--- src/rtl/pll_bringup_seq.sv ---
module pll_bringup_seq #(
  parameter int RETRY_LIMIT = 8,
  parameter int BANDGAP_US  = 100,
  parameter int SETTLE_US   = 20,
  parameter int AUX_WORDS   = 4,
  parameter int TGT_W       = 12,
  localparam int SEL_W = $clog2(AUX_WORDS + 1),
  localparam int FC_W  = $clog2(RETRY_LIMIT + 1)
) (
  input  logic                   clk,
  input  logic                   rst_n,
  input  logic                   start,
  input  logic                   us_tick,
  input  logic [TGT_W-1:0]       target_mhz,
  input  logic [32*AUX_WORDS-1:0] aux_cfg,
  input  logic                   pll_lock,
  output logic                   bandgap_en,
  output logic                   pll_rst,
  output logic                   pll_en,
  output logic                   cfg_wr,
  output logic [SEL_W-1:0]       cfg_sel,
  output logic [31:0]            cfg_data,
  output logic                   done,
  output logic [FC_W-1:0]        fail_cnt,
  output logic                   sys_rst_req
);
  localparam int MAXW = (BANDGAP_US > SETTLE_US) ? BANDGAP_US : SETTLE_US;
  localparam int TW   = $clog2(MAXW + 1);
  localparam int IW   = (AUX_WORDS > 1) ? $clog2(AUX_WORDS) : 1;
  localparam logic [TW-1:0]   BG_LAST  = TW'(BANDGAP_US - 1);
  localparam logic [TW-1:0]   ST_LAST  = TW'(SETTLE_US - 1);
  localparam logic [IW-1:0]   AUX_LAST = IW'(AUX_WORDS - 1);
  localparam logic [FC_W-1:0] FC_LAST  = FC_W'(RETRY_LIMIT - 1);
  localparam logic [FC_W-1:0] FC_MAX   = FC_W'(RETRY_LIMIT);

  typedef enum logic [3:0] {
    S_IDLE, S_BGAP, S_RST, S_AUX, S_MAIN, S_REL, S_SETTLE, S_CHECK, S_DONE, S_HALT
  } step_t;

  step_t           step;
  logic [TW-1:0]   tcnt;
  logic [IW-1:0]   idx;
  logic [FC_W-1:0] fcnt;
  logic            bg_q, en_q;
  logic [8:0]      fld_m;
  logic [4:0]      fld_n;
  logic [1:0]      fld_od;

  always_comb begin
    fld_m = '0; fld_n = '0; fld_od = '0;
    if (target_mhz >= TGT_W'(600) && target_mhz <= TGT_W'(1200)) begin
      fld_od = 2'd1; fld_n = 5'd1; fld_m = 9'(target_mhz / TGT_W'(12));
    end else if (target_mhz > TGT_W'(1200) && target_mhz <= TGT_W'(2000)) begin
      fld_od = 2'd0; fld_n = 5'd1; fld_m = 9'(target_mhz / TGT_W'(24));
    end
  end

  wire [31:0] main_word = {1'b0, 1'b1, 1'b1, 11'd0, fld_od, 2'b00, fld_n, fld_m};

  assign bandgap_en  = bg_q;
  assign pll_en      = en_q;
  assign pll_rst     = (step == S_RST) || (step == S_AUX) || (step == S_MAIN);
  assign cfg_wr      = (step == S_AUX) || (step == S_MAIN);
  assign cfg_sel     = (step == S_AUX) ? SEL_W'(idx) + SEL_W'(1) : '0;
  assign cfg_data    = (step == S_AUX) ? aux_cfg[32*idx +: 32]
                     : (step == S_MAIN) ? main_word : '0;
  assign done        = (step == S_DONE);
  assign sys_rst_req = (step == S_HALT);
  assign fail_cnt    = fcnt;

  always_ff @(posedge clk) begin
    if (!rst_n) begin
      step <= S_IDLE;
      tcnt <= '0;
      idx  <= '0;
      fcnt <= '0;
      bg_q <= 1'b0;
      en_q <= 1'b0;
    end else begin
      case (step)
        S_IDLE, S_DONE:
          if (start) begin
            step <= S_BGAP;
            bg_q <= 1'b1;
            en_q <= 1'b0;
            tcnt <= '0;
          end
        S_BGAP:
          if (us_tick) begin
            if (tcnt == BG_LAST) begin
              step <= S_RST;
              tcnt <= '0;
            end else tcnt <= tcnt + 1'b1;
          end
        S_RST: begin
          step <= S_AUX;
          idx  <= '0;
        end
        S_AUX:
          if (idx == AUX_LAST) step <= S_MAIN;
          else idx <= idx + 1'b1;
        S_MAIN: begin
          en_q <= 1'b1;
          step <= S_REL;
        end
        S_REL: begin
          step <= S_SETTLE;
          tcnt <= '0;
        end
        S_SETTLE:
          if (us_tick) begin
            if (tcnt == ST_LAST) step <= S_CHECK;
            else tcnt <= tcnt + 1'b1;
          end
        S_CHECK:
          if (pll_lock) begin
            fcnt <= '0;
            step <= S_DONE;
          end else if (fcnt == FC_LAST) begin
            fcnt <= FC_MAX;
            step <= S_HALT;
          end else begin
            fcnt <= fcnt + 1'b1;
            step <= S_RST;
          end
        default: step <= S_HALT;
      endcase
    end
  end
endmodule


--- config.mk ---
export PLATFORM = sky130hd
export DESIGN_NAME = pll_bringup_seq
export DESIGN_NICKNAME = d
export VERILOG_FILES = /design/src/rtl/pll_bringup_seq.sv
export SDC_FILE = /design/constraint.sdc
export NUM_CORES = 1
export LEC_CHECK = 0
export ABC_AREA = 1
export BUFFER_PORTS_ARGS = -buffer_cell sky130_fd_sc_hd__buf_2
export CAP_MARGIN = 40
export CORE_MARGIN = 5
export CORE_UTILIZATION = 25
export DETAILED_ROUTE_END_ITERATION = 8
export GPL_TIMING_DRIVEN = 0
export SKIP_LAST_GASP = 1
export SLEW_MARGIN = 30
export SYNTH_ARGS = -nofsm -noshare
export SYNTH_HDL_FRONTEND = slang
export SYNTH_SLANG_ARGS = --single-unit
--- constraint.sdc ---
create_clock -name clk -period 2.7 [get_ports clk]
set_clock_uncertainty 0.2 [all_clocks]
set_input_delay 0.27 -clock clk [delete_from_list [all_inputs] [get_ports clk]]
set_output_delay 0.27 -clock clk [all_outputs]
set_load 0.03 [all_outputs]
==> flow_summary.toml <==
[floorplan]
core_um2 = 10420
rows = 37
ios = 190
die_h_um = 113.6
start_util_pct = 25.74
fp.dieW_um = 113.6
die-area_um2 = 12900

[finish]
diodes = 0
area_growth_pct = 52.92
nNetsFinal = 859
drive_above_1_share_pct = 35.92
fillers = 1223

[sta]
period_needed_ns = 2.692
setup_tns_ns = 0
slew_headroom_pct = 63.02
drv_slew = 0
holdWs_ns = 0.1111
fmax_ghz = 0.3715
rsz0062_at_grt = "yes"
tightest_slew_ns = 0.5510
final-hold-violation-count = 0
fin_crit_sh_pct = 99.70
setup_viol = 0

[synthesis]
ys_seq_area_share_pct = 14.19
ys_seq_elements = 19
synth_warnings = 0
synthMuxAreaShare_pct = 0
synth_fa_ha_area_share_pct = 1.400
yosys.area_share.simple_pct = 42.23
synth_top_family_by_area = "simple AND/OR/NAND/NOR gates"
synth.distinct_cells = 42
synth_xor_area_share_pct = 0.6533
syn-num-nets = 654
synth-compound-area-share_pct = 32.15
synth_ff_type = "dfxtp_1"
synth_edf_count = 0
syn_area_per_cell_um2 = 5.299
postSynthCellCount = 506
async_flop_share_pct = 0
syn_area_um2 = 2681

[clock_tree]
clock_latency_ns = 0.26
cts_max_level = 1
cts.clk_slew.worst_paths_ns = 0.07
clock_sinks = 19
cts_tree = "yes"
cts_buffers = 3
root_buffer = "clkbuf_8"
cts_max_path_buffers = 2

[outcome]
status = "complete, no violations"

[power_and_ir_drop]
p_seq_share_pct = 14.7
power_frac_comb_pct = 77.9
power.switching_uw = 1553
p_int_uw = 1101
swShare_pct = 58.52
clockPowerShare_pct = 7.4
p_per_area_nw_per_um2 = 647.1
leakage_uw = 0.002154
peakVddDrop_uv = 459.8

[routing]
vias = 4109
drc = 0
drtAntennaViolNets = 0
first_iter_violations = 290
via_per_inst = 4.857
routed_wl_mm = 12.55
drt_pre_antenna_iters = 7
wire_per_inst_um = 14.83

[setup_path]
cp_common_cell = "nand2_2"
cp.arrival_ns = 2.22
startpoint_type = "primary input"
reg2reg_setup_slack_ns = 0.39
worst_ep_required_time_ns = 2.23
cp_slowest_cell = "o21ai_2"
max_stage_delay_ns = 0.16
cp_cell_sequence = "buf_12, inv_8, nand2_4, nand2_2, nand2_2, o21ai_2, nand3_2, nand2_2, nand3_4, nand2_4, nand2_4, o21ai_2, nand2_2, o21ai_2, inv_2, nand2_2, nand2_2, nand2_1, nand4_1, nand2_1, nand2_1, buf_6"
worstSetupPathType = "primary input to output port"
crit_buf_inv = 4
reg2reg_depth = 10
cp_top_family = "simple AND/OR/NAND/NOR gates"
crit_fanout = 5
rr_endpoint = "tcnt[5]$_SDFFE_PN0P_"
end_kind = "output port"
reg2reg_from = "tcnt[0]$_SDFFE_PN0P_"

[min_path]
min_delay_path_depth = 3
hold_start = "rst_n"
hold_class = "primary input to register"
min_to = "idx[1]$_SDFFE_PN0P_"

[global_route]
gr-total-overflow = 0
grt_max_degree = 12
grt_pass1_vias = 3803
antenna_found_initial = 0
grt_pass1_wl_mm = 19.00
grt_use_total_pct = 17.72

[placement]
io_buffers = 189
gp_congestion = 0.9531
dp_hpwl_mm = 10.15

[flow_run]
max_cap_violations = 0
[Yosys cell counts, drive strengths merged, types with 4 or more instances]
cell	instances	share of area, %
inv	41	5.7
a21oi	47	8.8
o22ai	10	2.3
nor3	8	1.5
nand3	22	5.1
nor2	128	18
o21ai	75	14
dfxtp	19	14
clkbuf	20	2.8
nor4	4	0.93
o21a	4	1.1
nand2	93	14
nand4	4	1.2
[layer usage]
layer	share of wire, %	global-route usage [%]	vias up
met5	0	0	-
met4	1.6	3.606	0
met3	7.3	2.653	19
met2	48	29.64	159
met1	43	24.17	1822
li1	-	-	2109
[logic make-up after synthesis]
group	Yosys count
flip-flops	19
XOR/XNOR	2
buffers and inverters	67
adder cells (fa/ha/maj)	3
AND/OR/NAND/NOR	262
AO/OA/AOI/OAI	153
[worst min-delay path: stages]
cell and delay [ns]:
buf_2 0.14, o21ai_0 0.07, a21oi_1 0.04
[timing repair]
action                     CTS  global route
buffers inserted             7             4
pin swaps                   18            10
gates resized for setup     38            18
hold buffers                 0             0
setup endpoints to repair   31            32
[per-stage QoR]
stage / util, % / instance area (um2) / worst slack, ns / total power (uW) / instances
after floorplan: - / 2681 / 0.2005 / 1764 / 506
after global placement: 36.46 / 3797 / -0.06856 / 2384 / 831
after detailed placement: 36.46 / 3797 / -0.09233 / 2380 / 831
after CTS: 38.70 / 4031 / -0.02788 / 2633 / 842
after global routing: 39.36 / 4100 / -0.2113 / 2939 / 846
final: 39.36 / 4100 / 0.008194 / 2653 / 846
[area by class of cell]
cell class | instances | area [um2] | area share (%)
Buffer | 23 | 96.34 | 2.350
Clock inverter | 1 | 5.005 | 0.1221
Clock buffer | 3 | 41.29 | 1.007
Timing Repair Buffer | 200 | 1077 | 26.27
Tap cell | 136 | 170.2 | 4.150
Inverter | 44 | 185.2 | 4.516
Multi-Input combinational cell | 420 | 2145 | 52.30
Sequential cell | 19 | 380.4 | 9.277
[sequential cells by signal, indices dropped and copies added (netlist names)]
signal and flops:
fail_cnt 4, bandgap_en 1, pll_en 1, step 4, tcnt 7, idx 2
[cells in the final DEF, fill, tap and decap left out, drive strengths merged, types with 2 or more instances in the layout]
cell / netlist / routed
clkbuf: 20 / 25
o22ai: 10 / 10
o21a: 4 / 4
a221oi: 2 / 2
a221o: 3 / 3
o21ai: 75 / 75
nand4: 4 / 4
nor4: 4 / 4
inv: 41 / 42
a21oi: 47 / 47
a211oi: 3 / 3
dfxtp: 19 / 19
nor2: 128 / 128
nor3: 8 / 8
nand3: 22 / 22
o31ai: 2 / 2
clkinv: 3 / 3
buf: 3 / 201
ha: 3 / 3
nor3b: 2 / 2
nand2: 93 / 93
[power groups by stage]
stage	clock, uW	combinational [uW]	sequential, uW
2_1_floorplan	0	1360	399
3_3_place_gp	0	1990	397
3_5_place_dp	0	1980	397
4_1_cts	201	2040	390
5_1_grt	213	2330	399
6_report	197	2070	390
[worst max path at each step]
stage	slack, ns	endpoint	from	depth (start not counted)
floorplan	0.20	cfg_data[3]	target_mhz[11]	13
global placement	-0.07	cfg_data[1]	target_mhz[10]	21
detailed placement	-0.09	cfg_data[1]	target_mhz[10]	21
CTS	-0.03	cfg_data[3]	step[3]$_SDFFE_PN0P_	6
global route	-0.21	cfg_data[1]	target_mhz[11]	20
finish	0.008	cfg_data[0]	target_mhz[11]	22
Note: power is estimated with default switching activity, not from simulation.
